[src/rtl/train_seq_pkg.sv]
package train_seq_pkg;

    localparam int CW_BITS = 16;
    localparam int SEL_W   = $clog2(CW_BITS);
    localparam int MSG_W   = 8;

    localparam logic [CW_BITS-1:0] RSVD_MASK = 16'h8920;
    localparam logic [MSG_W-1:0]   MSG_STREAM = 8'h08;
    localparam logic [MSG_W-1:0]   MSG_PASS   = 8'h07;
    localparam logic [MSG_W-1:0]   MSG_FAIL   = 8'hFF;

    typedef enum logic [3:0] {
        PH_POWER   = 4'd0,
        PH_CLKRST  = 4'd1,
        PH_CONFIG  = 4'd2,
        PH_IMEM    = 4'd3,
        PH_FREQ    = 4'd4,
        PH_PARAM   = 4'd5,
        PH_EXEC    = 4'd6,
        PH_RESULTS = 4'd7,
        PH_PIE     = 4'd8,
        PH_DFI     = 4'd9,
        PH_MISSION = 4'd10
    } phase_t;

    typedef enum logic [3:0] {
        S_IDLE, S_BRING, S_CHECK, S_SEEK, S_LAUNCH,
        S_WAIT, S_POST, S_TAIL, S_MISSION, S_HALT
    } seq_state_t;

    typedef struct packed {
        logic             has;
        logic [MSG_W-1:0] code;
    } stage_msg_t;

    function automatic stage_msg_t stage_msg(input logic [SEL_W-1:0] b);
        stage_msg_t m;
        m.has  = 1'b1;
        m.code = '0;
        case (b)
            4'd1:    m.code = 8'h01;
            4'd2:    m.code = 8'h02;
            4'd3:    m.code = 8'h03;
            4'd4:    m.code = 8'h04;
            4'd6:    m.code = 8'h06;
            4'd7:    m.code = 8'h0A;
            4'd9:    m.code = 8'h09;
            4'd10:   m.code = 8'h0E;
            4'd12:   m.code = 8'h0D;
            4'd14:   m.code = 8'h14;
            default: m.has  = 1'b0;
        endcase
        return m;
    endfunction

    function automatic logic word_ok(input logic [CW_BITS-1:0] w);
        return w[0] && ((w & RSVD_MASK) == '0);
    endfunction

endpackage

[src/rtl/train_seq_picker.sv]
module train_seq_picker #(
    parameter int N  = 16,
    parameter int IW = 4
) (
    input  logic [N-1:0]  en,
    input  logic [IW-1:0] from,
    output logic          found,
    output logic [IW-1:0] pick
);
    logic [N-1:0] cand;

    for (genvar i = 0; i < N; i++) begin : g_cand
        localparam logic [IW-1:0] IDX = IW'(i);
        assign cand[i] = en[i] && (IDX >= from);
    end

    always_comb begin
        found = 1'b0;
        pick  = '0;
        for (int i = N - 1; i >= 0; i--) begin
            if (cand[i]) begin
                found = 1'b1;
                pick  = IW'(i);
            end
        end
    end
endmodule

[src/rtl/train_seq_mailbox.sv]
module train_seq_mailbox #(
    parameter int W = 8
) (
    input  logic         clk,
    input  logic         rst,
    input  logic         push,
    input  logic [W-1:0] push_code,
    input  logic         ack,
    output logic         valid,
    output logic [W-1:0] code
);
    always_ff @(posedge clk) begin
        if (rst) begin
            valid <= 1'b0;
            code  <= '0;
        end else if (push && !valid) begin
            valid <= 1'b1;
            code  <= push_code;
        end else if (valid && ack) begin
            valid <= 1'b0;
        end
    end

    a_r9_hold: assert property (@(posedge clk) disable iff (rst)
        (valid && !ack) |=> (valid && $stable(code)));
    a_r9_clear: assert property (@(posedge clk) disable iff (rst)
        (valid && ack) |=> !valid);
    a_r9_no_overwrite: assert property (@(posedge clk) disable iff (rst)
        push |-> !valid);
endmodule

[src/rtl/train_seq_fsm.sv]
module train_seq_fsm
    import train_seq_pkg::*;
#(
    parameter int CW = CW_BITS,
    parameter int SW = SEL_W,
    parameter int MW = MSG_W
) (
    input  logic          clk,
    input  logic          rst,
    input  logic          start,
    input  logic [CW-1:0] ctrl_word,
    input  logic          stg_done,
    input  logic          stg_fail,
    input  logic          mbx_busy,
    input  logic          pk_found,
    input  logic [SW-1:0] pk_idx,
    output logic [CW-1:0] cword,
    output logic [SW-1:0] scan_from,
    output logic          stg_start,
    output logic [SW-1:0] stg_sel,
    output logic          push,
    output logic [MW-1:0] push_code,
    output phase_t        phase,
    output logic          busy,
    output logic          failed,
    output logic          selfref
);
    seq_state_t    state, ret_state;
    logic [SW-1:0] cur;
    logic [MW-1:0] pend;
    stage_msg_t    cur_msg;

    assign cur_msg   = stage_msg(cur);
    assign stg_start = (state == S_LAUNCH);
    assign stg_sel   = cur;
    assign push      = (state == S_POST) && !mbx_busy;
    assign push_code = pend;
    assign busy      = !(state inside {S_IDLE, S_MISSION, S_HALT});
    assign failed    = (state == S_HALT);

    always_ff @(posedge clk) begin
        if (rst) begin
            state     <= S_IDLE;
            ret_state <= S_IDLE;
            phase     <= PH_POWER;
            cword     <= '0;
            scan_from <= '0;
            cur       <= '0;
            pend      <= '0;
            selfref   <= 1'b0;
        end else begin
            case (state)
                S_IDLE, S_MISSION, S_HALT: begin
                    if (start) begin
                        cword   <= ctrl_word;
                        phase   <= PH_POWER;
                        selfref <= 1'b0;
                        state   <= S_BRING;
                    end
                end
                S_BRING: begin
                    if (phase == PH_PARAM) begin
                        phase <= PH_EXEC;
                        state <= S_CHECK;
                    end else begin
                        phase <= phase_t'(phase + 4'd1);
                    end
                end
                S_CHECK: begin
                    if (word_ok(cword)) begin
                        pend      <= MSG_STREAM;
                        ret_state <= S_SEEK;
                        scan_from <= '0;
                    end else begin
                        pend      <= MSG_FAIL;
                        ret_state <= S_HALT;
                    end
                    state <= S_POST;
                end
                S_SEEK: begin
                    if (pk_found) begin
                        cur   <= pk_idx;
                        state <= S_LAUNCH;
                    end else begin
                        pend      <= MSG_PASS;
                        ret_state <= S_TAIL;
                        state     <= S_POST;
                    end
                end
                S_LAUNCH: state <= S_WAIT;
                S_WAIT: begin
                    if (stg_done) begin
                        if (stg_fail) begin
                            pend      <= MSG_FAIL;
                            ret_state <= S_HALT;
                            state     <= S_POST;
                        end else begin
                            scan_from <= cur + 1'b1;
                            if (cur_msg.has) begin
                                pend      <= cur_msg.code;
                                ret_state <= S_SEEK;
                                state     <= S_POST;
                            end else begin
                                state <= S_SEEK;
                            end
                        end
                    end
                end
                S_POST: begin
                    if (!mbx_busy) begin
                        state <= ret_state;
                        if (ret_state == S_TAIL) begin
                            phase   <= PH_RESULTS;
                            selfref <= 1'b1;
                        end
                    end
                end
                S_TAIL: begin
                    if (phase == PH_DFI) begin
                        phase <= PH_MISSION;
                        state <= S_MISSION;
                    end else begin
                        phase <= phase_t'(phase + 4'd1);
                    end
                end
                default: state <= S_IDLE;
            endcase
        end
    end

    a_r5_single_pulse: assert property (@(posedge clk) disable iff (rst)
        stg_start |=> !stg_start);
    a_r5_enabled_only: assert property (@(posedge clk) disable iff (rst)
        stg_start |-> cword[stg_sel]);
    a_r3_valid_word: assert property (@(posedge clk) disable iff (rst)
        stg_start |-> (cword[0] && ((cword & RSVD_MASK) == '0)));
    a_r2_step: assert property (@(posedge clk) disable iff (rst)
        (state == S_BRING && phase != PH_PARAM) |=> (phase == phase_t'($past(phase) + 4'd1)));
    a_r7_selfref_late: assert property (@(posedge clk) disable iff (rst)
        selfref |-> (phase >= PH_RESULTS));
    a_r8_halt_no_stage: assert property (@(posedge clk) disable iff (rst)
        failed |-> !stg_start);
endmodule

[src/rtl/train_seq_top.sv]
module train_seq_top
    import train_seq_pkg::*;
(
    input  logic         clk,
    input  logic         rst,
    input  logic         start,
    input  logic [15:0]  ctrl_word,
    output logic         stg_start,
    output logic [3:0]   stg_sel,
    input  logic         stg_done,
    input  logic         stg_fail,
    output logic         mbx_valid,
    output logic [7:0]   mbx_code,
    input  logic         mbx_ack,
    output logic [3:0]   phase,
    output logic         busy,
    output logic         failed,
    output logic         selfref
);
    logic [CW_BITS-1:0] cword;
    logic [SEL_W-1:0]   scan_from, pk_idx;
    logic               pk_found, push;
    logic [MSG_W-1:0]   push_code;
    phase_t             ph;

    assign phase = ph;

    train_seq_picker #(.N(CW_BITS), .IW(SEL_W)) u_pick (
        .en(cword), .from(scan_from), .found(pk_found), .pick(pk_idx)
    );

    train_seq_fsm u_fsm (
        .clk(clk), .rst(rst), .start(start), .ctrl_word(ctrl_word),
        .stg_done(stg_done), .stg_fail(stg_fail), .mbx_busy(mbx_valid),
        .pk_found(pk_found), .pk_idx(pk_idx), .cword(cword),
        .scan_from(scan_from), .stg_start(stg_start), .stg_sel(stg_sel),
        .push(push), .push_code(push_code), .phase(ph), .busy(busy),
        .failed(failed), .selfref(selfref)
    );

    train_seq_mailbox #(.W(MSG_W)) u_mbx (
        .clk(clk), .rst(rst), .push(push), .push_code(push_code),
        .ack(mbx_ack), .valid(mbx_valid), .code(mbx_code)
    );
endmodule

[config.mk]
export PLATFORM = sky130hd
export DESIGN_NAME = train_seq_top
export DESIGN_NICKNAME = d
export VERILOG_FILES = /design/src/rtl/train_seq_pkg.sv /design/src/rtl/train_seq_picker.sv /design/src/rtl/train_seq_mailbox.sv /design/src/rtl/train_seq_fsm.sv /design/src/rtl/train_seq_top.sv
export SDC_FILE = /design/constraint.sdc
export NUM_CORES = 1
export LEC_CHECK = 0
export ABC_AREA = 1
export BUFFER_PORTS_ARGS = -buffer_cell sky130_fd_sc_hd__buf_2
export CAP_MARGIN = 20
export CORE_MARGIN = 2
export CORE_UTILIZATION = 25
export DETAILED_ROUTE_END_ITERATION = 16
export PLACE_DENSITY = 0.42
export SLEW_MARGIN = 20
export SYNTH_ARGS = -nofsm -noshare
export SYNTH_HDL_FRONTEND = slang
export SYNTH_SLANG_ARGS = --single-unit
[constraint.sdc]
create_clock -name clk -period 5.6 [get_ports clk]
set_clock_uncertainty 0.15 [all_clocks]
set_input_delay 0.56 -clock clk [delete_from_list [all_inputs] [get_ports clk]]
set_output_delay 0.56 -clock clk [all_outputs]
set_load 0.01 [all_outputs]
# After elaboration in Yosys (flattened, before gate mapping)

Cells that the tools add are included.

Flip-flop bits (word level): 54
Bits of input ports: 22
Output and inout port bits: 21

Add/sub/neg operators: 2
$lt $le $gt $ge: 16
Eq/ne operators: 32
Multiplexer cells: 71
Reductions and logical operators: 39

Operators by type and width:

| operator                                                             | count |
|---|---|
| 4-bit two-way mux                                                    | 35 |
| 5-bit one-hot mux with 10 select lines                               | 1 |
| 8-bit two-way mux                                                    | 5 |
| 4-bit by 3-bit == test with 1-bit output, second input constant      | 9 |
| 4-bit >= comparator, first input constant                            | 8 |
| 4-bit one-hot mux with 8 select lines                                | 1 |
| 4-bit == test, second input constant                                 | 7 |
| 8-bit one-hot mux with 3 select lines                                | 1 |
| 1-bit two-way mux                                                    | 22 |
| 1-bit logical AND                                                    | 20 |
| 4-bit by 2-bit == test with 1-bit output, second input constant      | 4 |
| 3-bit by 4-bit >= comparator with 1-bit output, first input constant | 4 |
| 16-bit zero test                                                     | 1 |
| 4-bit one-hot mux with 4 select lines                                | 1 |
| 4-bit AND reduction                                                  | 4 |
| 2-bit != test, second input constant                                 | 6 |
| 4-bit one-hot mux with 3 select lines                                | 1 |
| 10-bit OR reduction                                                  | 1 |
| 4-bit by 1-bit adder with 4-bit output, second input constant        | 2 |
| 4-bit by 1-bit == test with 1-bit output, second input constant      | 2 |
| 1-bit by 4-bit >= comparator with 1-bit output, first input constant | 2 |
| 2-bit by 4-bit >= comparator with 1-bit output, first input constant | 2 |
| 4-bit one-hot mux with 2 select lines                                | 1 |
| 2-bit by 1-bit != test with 1-bit output, second input constant      | 3 |
| 12 further kinds                                                     | 17 |

# Depth between registers and ports, before layout

Gate-level depths: netlist of the first run.

Depth in word-level cells: 20
Gate-level depth with buffers: 16

# Modules after synthesis

A second synthesis of the first run with hierarchy kept.

Cells, all modules: 469
Area, all modules: 2979.1 um^2

Modules (own cells, without submodules):

| module            | instances | cells each | area an instance (um^2) | sequential area each (um^2) |
|---|---|---|---|---|
| train_seq_fsm     | 1         | 340        | 2270.9                  | 840.8 |
| train_seq_mailbox | 1         | 58         | 390.4                   | 180.2 |
| train_seq_picker  | 1         | 71         | 317.8                   | 0.0 |

# Worst setup path before layout of the first run

Ideal clock, no wire load.

Path type: flip-flop to flip-flop
Start: reg u_fsm.cur[0] (netlist: u_fsm.stg_sel[0])
End: reg u_fsm.ret_state[1]
Library setup time: 0.130 ns
Data arrival time: 1.617 ns
Path slack: 3.704 ns
Cell stages (with the launch flop): 13
Buffers on the path: 0
Cells stage by stage: dfxtp_1 > ha_1 > inv_1 > o21ai_0 > nor2_1 > nand2_1 > nand2_2 > o21ai_1 > inv_2 > nor2_8 > inv_4 > nor2_1 > a211oi_2

Word-level cells in the longest chain between the ends: 5

RTL lines:

| what                                                                   | RTL line            | RTL |
|---|---|---|
| start, declared                                                        | train_seq_fsm.sv:29 | `logic [SW-1:0] cur;` |
| start signal, assigned                                                 | train_seq_fsm.sv:82 | `cur <= pk_idx;` |
| 4-bit by 1-bit == test with 1-bit output, or another cell as far along | train_seq_pkg.sv:40 | `case (b)` |
| 10-bit OR reduction (no line) *                                        | --                  |  |
| 1-bit two-way mux *                                                    | train_seq_pkg.sv:40 |  |
| 3-bit by 2-bit != test with 1-bit output (no line) *                   | --                  |  |
| 4-bit AND reduction (no line) *                                        | --                  |  |
| end signal, assigned                                                   | train_seq_fsm.sv:44 | `ret_state <= S_IDLE;` |
| end signal, assigned                                                   | train_seq_fsm.sv:72 | `ret_state <= S_SEEK;` |
| end signal, assigned                                                   | train_seq_fsm.sv:76 | `ret_state <= S_HALT;` |
| end, declared                                                          | train_seq_fsm.sv:28 | `seq_state_t state, ret_state;` |

Mark *: on every way between the ends. The rest lies on a longest branch, timed or not.
A chain may end at the register's enable or synchronous reset.

# Worst setup path in the final report of the first run

Start: reg u_fsm.state[1]
End: reg u_fsm.cword[11]

Word-level cells in the longest chain between the ends: 3

RTL lines:

| what                                             | RTL line             | RTL |
|---|---|---|
| start, declared                                  | train_seq_fsm.sv:28  |  |
| start signal, assigned                           | train_seq_fsm.sv:111 | `state <= ret_state;` |
| 4-bit == test or 4-bit zero test (tied branches) | train_seq_fsm.sv:52  | `case (state)` |
| 3-bit OR reduction *                             | train_seq_fsm.sv:52  |  |
| 2-bit AND reduction (no line) *                  | --                   |  |
| end signal, assigned                             | train_seq_fsm.sv:55  | `cword <= ctrl_word;` |
| end, declared                                    | train_seq_fsm.sv:17  | `output logic [CW-1:0] cword,` |

Marks and branches as above.

==> impl_results.md, run 1 <==
- Largest net degree at the start of global routing: 27
- Vias in the first global route: roughly 2500
- Initial DRC count: between 100 and 150
- Fraction of registers with async set/reset: 0
- Worst setup timing slack at the placement stage: between 3 and 4 ns
- Vias/cell: about 4.5
- Number of vias after detailed routing: roughly 2600
- Die Area: between 10000 and 15000 µm²
- Global placer's final weighted congestion: 0.830
- Clock Tree Root: clkbuf_8
- Post-synthesis instance total: roughly 400
- CTS Sinks: 49
- CP Capture Type: flip-flop
- Crit path setup slack, layout: around 3.2 ns
- Max frequency: 415 MHz
- Category of the critical setup timing path: flip-flop to flip-flop
- Post-detailed-route wirelength per cell: between 10 and 15 µm
- Cell Area, Synth: roughly 2700 µm²
- Effective utilization at floorplan: 0.254
- Largest fanout on the critical path: 23
- Outcome: completed
- Clock network power share: 0.249
- Internal power: 0.000750 W
- Post-placement cell count: between 500 and 600
- Normalized max-slew margin: 0.531
- Maximum vdd drop: approximately 0.10 mV
- Total congestion overflow: 0
- Post-cts resize count: 0
- CTS tree: yes
- Number of nets at the end of the flow: roughly 470
- Switching Fraction: 0.391
- Gr busiest metal: met2
- Final critical-path required period: between 2 and 2.5 ns
- Top Ports: 43
- Post-synthesis sequential element count: around 50
- Routing usage on met2: 0.217
- Final clock period utilization by the worst path: 0.430
- Number of buffer cells added on primary ports: 42
- Width of the chip: approximately 110 µm
- Portion of the post-synthesis area used by sequential elements: 0.360
- Finished Core Util: 0.298
- Worst Hold Slack: roughly 0.31 ns
- Die Height: 108 µm
- Core region area: 10700 µm²
- Area growth syn-to-layout: 17.2%
- Final antenna-violating net count: 0
- Leakage power total: approximately 1.4 nW
- Final setup violating endpoints: 0
- Transition time of the tightest slew-check pin: approximately 0.70 ns
- Fraction of final layout cells sized beyond drive strength 1: 0.186
- Post-synth cell types: 40
- Post-Synthesis Mean Instance Area: 6.80 µm²
- Count of H-tree levels built during CTS: 2
- Fraction of synthesized cell area taken by the top area cell type: 0.360
- Number of enable flip-flop cells after synthesis: 0
- First-pass iteration count of the detailed router: 6
- Seq pwr share: 0.380
- Number of DRC violations after detailed routing: 0
- RSZ-0062 raised after global routing: false
- Global router's overall resource usage: 0.133
- Top cells by area, synth: dfxtp_1, nand2_1, a21oi_1, inv_1, o21ai_0
- Antenna diodes: 0
- Portion of total power attributed to combinational logic: 0.371
- Largest area contributor in the synthesized netlist: dfxtp_1
- Antenna violations before repair: 0
- Power per cell area: approximately 390 nW/µm²
- Estimated wirelength of the detail-placed design: 5.75 mm
- Hold_buf cts: 0
- Net switching power figure: about 0.00048 W
- Clock-pin slew of the registers on the worst-case setup and hold paths: ~0.10 ns
- M3 GR Usage: 0.0241
- Ranking of synthesized cells by instance count: nand2_1, inv_1, dfxtp_1
- Critical path data arrival time: around 2.4 ns
- Total CTS buffers: 5
- Synthesized Nets: roughly 430
- Main synth FF type: dfxtp_1
- Clock latency reported for the late side of the worst-skew pair: just over 0.3 ns
- Max clock buf depth: 2
- Detailed Route WL: 7.33 mm
- Number of non-filler instances in the completed layout: 580
- Count of yosys warnings during synthesis: 0
- Wire length of the first global-routing pass: between 10 and 15 mm
- Final count of hold timing violations: 0
- Worst Setup Start Kind: flip-flop
- Met1 global-route usage: 0.177
- Max-slew violation count: 0
- Worst Hold Class: flip-flop to flip-flop
- Endpoint required time on the critical path: between 5 and 6 ns
- FP Rows: 38
- Most frequent cell after synthesis: nand2_1
- Number of max-cap violations: 0
- Total Neg Setup Slack: 0 ns
- Number of post-CTS setup repair buffers: 0
-- worst paths after layout --
path / from / to / slack [ns] / cells past startpoint
worst min register to register: u_mbx.code[2] / u_mbx.code[2] / 0.31 / 2
worst max-delay path: u_fsm.state[1] / u_fsm.cword[11] / 3.19 / 6
worst min-delay path: u_mbx.code[2] / u_mbx.code[2] / 0.31 / 2
worst max register to register: u_fsm.state[1] / u_fsm.cword[11] / 3.19 / 6
-- through the flow --
step / total power, W / area (µm²)
after global placement: 0.000939 / 3060
after floorplan: 0.000815 / 2730
after CTS: 0.00125 / 3200
after detailed placement: 0.000936 / 3060
after global routing: 0.00133 / 3200
final: 0.00123 / 3200
-- critical path, cell delays in order (launching register included) --
cell and delay, ns:
dfxtp_1 0.36, nor2_1 0.19, nand2_1 0.15, nor2_1 0.56
inv_1 0.50, o21ai_0 0.30, a21oi_1 0.06
-- flip-flops by register name, indices dropped and copies added, names as in the netlist, 3 cells and up --
signal,cells
u_fsm.cword,16
u_fsm.push_code,6
u_mbx.code,6
u_fsm.phase,4
u_fsm.scan_from,4
u_fsm.state,4
u_fsm.stg_sel,4
u_fsm.ret_state,3
-- layout by cell type (no fill, tap or decap), types with 2 or more instances in the layout --
| cell type | instances |
|---|---|
| nand2_1 | 71 |
| inv_1 | 53 |
| dfxtp_1 | 49 |
| a21oi_1 | 48 |
| buf_2 | 42 |
| nor2_1 | 41 |
| o21ai_0 | 34 |
| nand3_1 | 18 |
| o21ai_1 | 11 |
| inv_2 | 8 |
| nor3_1 | 7 |
| nor2_2 | 6 |
| ha_1 | 6 |
| clkbuf_8 | 5 |
| a31oi_1 | 4 |
| nand2_2 | 4 |
| nor3_2 | 3 |
| a211oi_1 | 3 |
| nor2_8 | 2 |
| xor2_1 | 2 |
| o2111ai_1 | 2 |
| bufinv_16 | 2 |
-- layout make-up --
cell class | count | area [µm²]
timing repair buffer | 42 | 210
multi-input combinational | 278 | 1460
clock buffer | 5 | 68.8
inverter | 63 | 239
clock inverter | 3 | 68.8
fill | 1238 | 7550
sequential | 49 | 981
tap | 140 | 175
-- power groups by stage --
| stage | registers, W | clock network, W | logic (W) |
|---|---|---|---|
| 6_report | 0.000468 | 0.000307 | 0.000457 |
| 5_1_grt | 0.000478 | 0.000331 | 0.000526 |
| 4_1_cts | 0.000469 | 0.000317 | 0.000461 |
| 3_5_place_dp | 0.000477 | 0 | 0.000459 |
| 3_3_place_gp | 0.000477 | 0 | 0.000462 |
| 2_1_floorplan | 0.000465 | 0 | 0.000350 |
-- cells by family after synthesis --
logic type / synth area share
AOI/OAI and AO/OA: 0.228
xor gates and xnor gates: 0.00642
adders and majority gates: 0.0275
buffers and inverters: 0.107
DFF: 0.360
and+or+nand+nor: 0.271
-- metal layers --
metal,routed length [µm],vias to the layer above
met5,0,-
met4,93,0
li1,-,1387
met3,252,6
met1,3740,1176
met2,3250,40
Power figures use the tool's default switching activity.
==> run 2: changes to the inputs <==
clock period = 2.5 ns   (was 5.6 ns; I/O delays follow)
==> run 2 against run 1 <==
Effect of this change:
- maximum frequency rose by 11%
- global-route usage is 0.61 points higher
- utilization up 0.62 points
- count of clock-buffer cells in the layout rose by 1
- worst hold slack worse by 0.30 ns
- non-clock buffer count up 10
- routed wire length rose by 3.0%
- critical path depth is 7 higher
- cell count increased by 1.7%
- die area unchanged
- register-to-register slack got worse by 2.9 ns
- sequential cell count stayed put
==> impl_results.md, run 2 (synthesized netlist as in run 1, its figures left out) <==
- Standard cell area after detailed placement: about 3100 µm²
- Count of H-tree levels built during CTS: 2
- Longest individual stage delay on the worst path: 0.38 ns
- Largest net degree at the start of global routing: 26
- Max-slew violation count: 0
- Number of max-cap violations: 0
- Initial DRC count: 128
- End of the worst register-to-register path: u_fsm.ret_state[1]
- Reg-to-reg slack, setup: roughly 0.34 ns
- Total congestion overflow: 0
- Most common cell after layout, fill and taps aside: nand2_1
- Largest fanout on the critical path: 10
- Worst Hold Class: primary input to flip-flop
- Wire length of the first global-routing pass: between 10 and 15 mm
- Outcome: completed
- Critical path data arrival time: around 2.2 ns
- Hold Path Origin: ctrl_word[9]
- Global router's overall resource usage: 0.139
- Worst r2r path cells: 13
- Estimated wirelength of the detail-placed design: 5.82 mm
- Flip-flop count of the largest register after layout: 16
- CP Capture Type: flip-flop
- Clock latency reported for the late side of the worst-skew pair: 0.32 ns
- Worst Setup Start Kind: flip-flop
- Worst setup startpoint: u_fsm.stg_sel[1]
- Hold Crit Endpoint: u_fsm.cword[9]
- Max clock buf depth: 2
- Maximum vdd drop: 0.300 mV
- Vias in the first global route: between 2000 and 3000
- Normalized max-slew margin: 0.507
- Final setup violating endpoints: 0
- Leakage power total: approximately 1.4 nW
- Core region area: 10700 µm²
- Category of the critical setup timing path: flip-flop to flip-flop
- Final critical-path required period: 2.16 ns
- Total Neg Setup Slack: 0 ns
- Transition time of the tightest slew-check pin: between 0.7 and 0.8 ns
- Antenna violations before repair: 0
- Die Area: about 12000 µm²
- Worst Hold Depth: 3
- Clock-pin slew of the registers on the worst-case setup and hold paths: roughly 0.10 ns
- Final clock period utilization by the worst path: 0.866
- CTS Sinks: 49
- Area growth syn-to-layout: 19.7%
- Finished layout cell area: 3260 µm²
- Cell with the largest stage delay on the worst path: dfxtp_1
- Vias/cell: ~4.6
- Clock Tree Root: clkbuf_8
- Detailed Route WL: between 7 and 8 mm
- CTS tree: yes
- Power per cell area: 822 nW/µm²
- Top Ports: 43
- Largest register by flop count: u_fsm.cword
- Cells along the critical path: inv_1 > ha_1 > inv_1 > o21ai_0 > nor2_1 > nand2_1 > nand2_2 > o21ai_1 > inv_2 > nor2_8 > inv_4 > nor2_1 > a211oi_2
- First-pass iteration count of the detailed router: 4
- Global placer's final weighted congestion: slightly above 0.8
- Total CTS buffers: 5
- Number of DRC violations after detailed routing: 0
- Launching point of the worst reg2reg path: u_fsm.stg_sel[1]
- Final count of hold timing violations: 0
- FP Rows: 38
- Final antenna-violating net count: 0
- Highest-count cells in the layout ignoring fill and taps: nand2_1, inv_1, dfxtp_1
- Width of the chip: roughly 110 µm
- Number of nets at the end of the flow: 477
- Number of vias after detailed routing: 2687
- RSZ-0062 raised after global routing: false
- Number of post-CTS setup repair buffers: 0
- Number of buffer cells added on primary ports: 42
- Die Height: 108 µm
- Fraction of final layout cells sized beyond drive strength 1: 0.187
- Antenna diodes: 0
- Max frequency: between 400 and 500 MHz
- Endpoint required time on the critical path: between 2 and 3 ns
- Effective utilization at floorplan: 0.254
- Post-detailed-route wirelength per cell: roughly 13 µm
==> run 2: changes by cell type in the layout (fill, tap and decap cells not counted) <==
cell           previous run  this run
bufinv_16                 2         1
clkinv_4                  0         1
dlygate4sd3_1             0         7
inv_6                     1         0
clkbuf_1                  0         1
buf_4                     0         3
==> run 2: cell type report <==
| cell class | instances | area, µm² |
|---|---|---|
| Timing Repair Buffer | 52 | 303 |
| Clock inverter | 2 | 38.8 |
| Fill cell | 1243 | 7480 |
| Tap cell | 140 | 175 |
| Inverter | 63 | 239 |
| Sequential cell | 49 | 981 |
| Clock buffer | 6 | 72.6 |
| Multi-Input combinational cell | 278 | 1460 |
==> run 2: what timing repair did <==
action / CTS / global route
hold buffers: 7 / 0
gates resized for setup: 0 / 0
hold endpoints to repair: 7 / 0
==> run 2: worst max-delay path by stage <==
stage                    endpoint  slack, ns  cells past startpoint
2_1_floorplan  u_fsm.ret_state[1]       0.60                     12
3_3_place_gp   u_fsm.ret_state[1]       0.39                     13
3_5_place_dp   u_fsm.ret_state[1]       0.39                     13
4_1_cts        u_fsm.ret_state[1]       0.35                     13
5_1_grt        u_fsm.ret_state[2]       0.13                     13
6_report       u_fsm.ret_state[1]       0.34                     13
==> run 2: where the power goes <==
part / leakage, nW / internal, W / switching, W / total (W)
registers: 0.400 / 0.000933 / 0.000118 / 0.00105
clock network: 0.0554 / 0.000301 / 0.000280 / 0.000581
logic: 0.976 / 0.000359 / 0.000693 / 0.00105
total: 1.43 / 0.00159 / 0.00109 / 0.00268
==> run 2: per-stage QoR <==
stage | total power (W) | std cells | setup slack, ns | utilization | hold WS (ns)
floorplan | 0.00183 | 401 | 0.604 | - | 0.235
global placement | 0.00213 | 575 | 0.395 | 0.287 | 0.299
detailed placement | 0.00211 | 575 | 0.387 | 0.287 | 0.302
CTS | 0.00272 | 590 | 0.350 | 0.304 | 0.00600
global route | 0.00292 | 590 | 0.128 | 0.304 | 0.0137
finish | 0.00268 | 590 | 0.336 | 0.304 | 0.0108
==> run 2: metal layers <==
layer / GRT usage / wire [µm]
met1: 0.188 / 3910
met2: 0.220 / 3290
met3: 0.0265 / 234
met4: 0.0495 / 117
met5: 0 / 0
==> run 2: worst max-delay path, delay by kind of cell (launching register included) <==
family	cells	cell delay, ns
AOI/OAI and AO/OA	3	0.45
buffers and inverters	4	0.33
adders and majority gates	1	0.16
DFF	1	0.38
and+or+nand+nor	5	0.56
==> run 3: changes to the inputs <==
MAX_ROUTING_LAYER = met4   (was not set)
==> run 3 against run 2 <==
Effect of this change:
- die area is the same
- maximum frequency is essentially flat
- sequential cell count unchanged
- critical endpoint unchanged
- highest routed layer unchanged
==> impl_results.md, run 3 (synthesized netlist as in run 1, its figures left out) <==
- Estimated wirelength of the detail-placed design: around 5.8 mm
- Worst setup path end: u_fsm.ret_state[1]
- Number of non-filler instances in the completed layout: 590
- Number of vias after detailed routing: 2690
- Worst setup timing slack at the placement stage: around 0.39 ns
- Count of H-tree levels built during CTS: 2
- Leakage power total: ~1.4 nW
- Vias in the first global route: 2657
- Normalized max-slew margin: 0.507
- Clock-pin slew of the registers on the worst-case setup and hold paths: 0.10 ns
- Launching point of the worst reg2reg path: u_fsm.stg_sel[1]
- Number of nets at the end of the flow: around 480
- Final critical-path required period: approximately 2.2 ns
- Crit path setup slack, layout: between 0.3 and 0.4 ns
- Largest fanout on the critical path: 10
- Number of max-cap violations: 0
- Worst Hold Class: primary input to flip-flop
- Post-cts resize count: 0
- Max frequency: 462 MHz
- Max-slew violation count: 0
- Final clock period utilization by the worst path: 0.866
- FP Rows: 38
- Effective utilization at floorplan: 0.254
- Wire length of the first global-routing pass: between 10 and 15 mm
- CTS tree: yes
- Cell type group with the largest total delay on the critical path: simple AND/OR/NAND/NOR gates
- Initial DRC count: around 130
- Clock Tree Root: clkbuf_8
- Total Neg Setup Slack: 0 ns
- Endpoint required time on the critical path: roughly 2.5 ns
- Maximum vdd drop: approximately 0.3 mV
- Final setup violating endpoints: 0
- Number of DRC violations after detailed routing: 0
- Power, Total: between 0.002 and 0.003 W
- Largest net degree at the start of global routing: 26
- Worst Hold Slack: roughly 0.011 ns
- Longest individual stage delay on the worst path: around 0.38 ns
- Cells along the critical path: inv_1 > ha_1 > inv_1 > o21ai_0 > nor2_1 > nand2_1 > nand2_2 > o21ai_1 > inv_2 > nor2_8 > inv_4 > nor2_1 > a211oi_2
- Critical path data arrival time: roughly 2.2 ns
- Transition time of the tightest slew-check pin: approximately 0.74 ns
- RSZ-0062 raised after global routing: false
- Most common cell after layout, fill and taps aside: nand2_1
- Area growth syn-to-layout: 19.7%
- Die Height: ~110 µm
- Width of the chip: 108 µm
- Max clock buf depth: 2
- Highest-count cells in the layout ignoring fill and taps: nand2_1, inv_1, dfxtp_1
- Fraction of final layout cells sized beyond drive strength 1: 0.187
- Total congestion overflow: 0
- Final count of hold timing violations: 0
- Outcome: completed
- Core region area: approximately 11000 µm²
- Worst setup startpoint: u_fsm.stg_sel[1]
- Power per cell area: approximately 820 nW/µm²
- Top Ports: 43
- Final antenna-violating net count: 0
- Vias/cell: ~4.6
- Global router's overall resource usage: 0.143
- Detailed Route WL: ~7.6 mm
- End of the worst register-to-register path: u_fsm.ret_state[1]
- CTS Sinks: 49
- Largest register by flop count: u_fsm.cword
- Clock latency reported for the late side of the worst-skew pair: 0.32 ns
- Post-placement cell count: between 500 and 600
- Category of the critical setup timing path: flip-flop to flip-flop
- Antenna violations before repair: 0
- Post-detailed-route wirelength per cell: about 13 µm
- Buffers plus inverters on the worst setup path: 4
- CP Capture Type: flip-flop
- CP Depth: 13
- Die Area: 11800 µm²
- Flip-flop count of the largest register after layout: 16
- Global placer's final weighted congestion: about 0.84
- Reg-to-reg slack, setup: around 0.34 ns
- Number of buffer cells added on primary ports: 42
- Worst r2r path cells: 13
- Cell with the largest stage delay on the worst path: dfxtp_1
- Worst Setup Start Kind: flip-flop
- First-pass iteration count of the detailed router: 4
- Total CTS buffers: 5
- Antenna diodes: 0
==> run 3: cell counts in the layout (fill, tap and decap cells not counted) <==
No cell type changed its count.
==> run 3: layout make-up <==
| type | count | area, µm² |
|---|---|---|
| clock buffers | 6 | 72.6 |
| clock inverters | 2 | 38.8 |
| fillers | 1243 | 7480 |
| inverters | 63 | 239 |
| multi-input cells | 278 | 1460 |
| flip-flops and latches | 49 | 981 |
| well taps | 140 | 175 |
| repair buffers | 52 | 303 |
==> run 3: metrics by stage <==
| step | cell area [µm²] | util |
|---|---|---|
| 2_1_floorplan | 2730 | - |
| 3_3_place_gp | 3080 | 0.287 |
| 3_5_place_dp | 3080 | 0.287 |
| 4_1_cts | 3260 | 0.304 |
| 5_1_grt | 3260 | 0.304 |
| 6_report | 3260 | 0.304 |
==> run 3: worst min-delay path, stage by stage <==
cell	delay (ns)
buf_2	0.07
nor2_1	0.03
nor2_1	0.09
==> run 3: timing repair <==
action	CTS	global route
hold endpoints to repair	7	0
hold buffers	7	0
setup endpoints to repair	0	0
setup buffers	0	0
==> run 3: per-layer routing <==
layer / global-route usage / wire (µm) / vias up
met5: - / 0 / -
met4: 0.0495 / 117 / 0
met3: 0.0241 / 203 / 7
met2: 0.220 / 3290 / 27
met1: 0.190 / 3940 / 1246
li1: - / - / 1410
==> run 3: worst min-delay path by stage <==
stage	start	end	slack, ns	cells past startpoint
after CTS	ctrl_word[6]	u_fsm.cword[6]	0.006	3
after global routing	ctrl_word[6]	u_fsm.cword[6]	0.01	3
after detailed placement	u_mbx.code[3]	u_mbx.code[3]	0.30	2
after global placement	u_mbx.code[3]	u_mbx.code[3]	0.30	2
final	ctrl_word[9]	u_fsm.cword[9]	0.01	3
after floorplan	ctrl_word[10]	u_fsm.cword[10]	0.23	2
==> run 3: power by group <==
| part | total [W] | switching [W] | leakage, nW | internal, W |
|---|---|---|---|---|
| Combinational | 0.00105 | 0.000693 | 0.976 | 0.000359 |
| Clock | 0.000580 | 0.000280 | 0.0554 | 0.000301 |
| Sequential | 0.00105 | 0.000118 | 0.400 | 0.000933 |
| Total | 0.00268 | 0.00109 | 1.43 | 0.00159 |
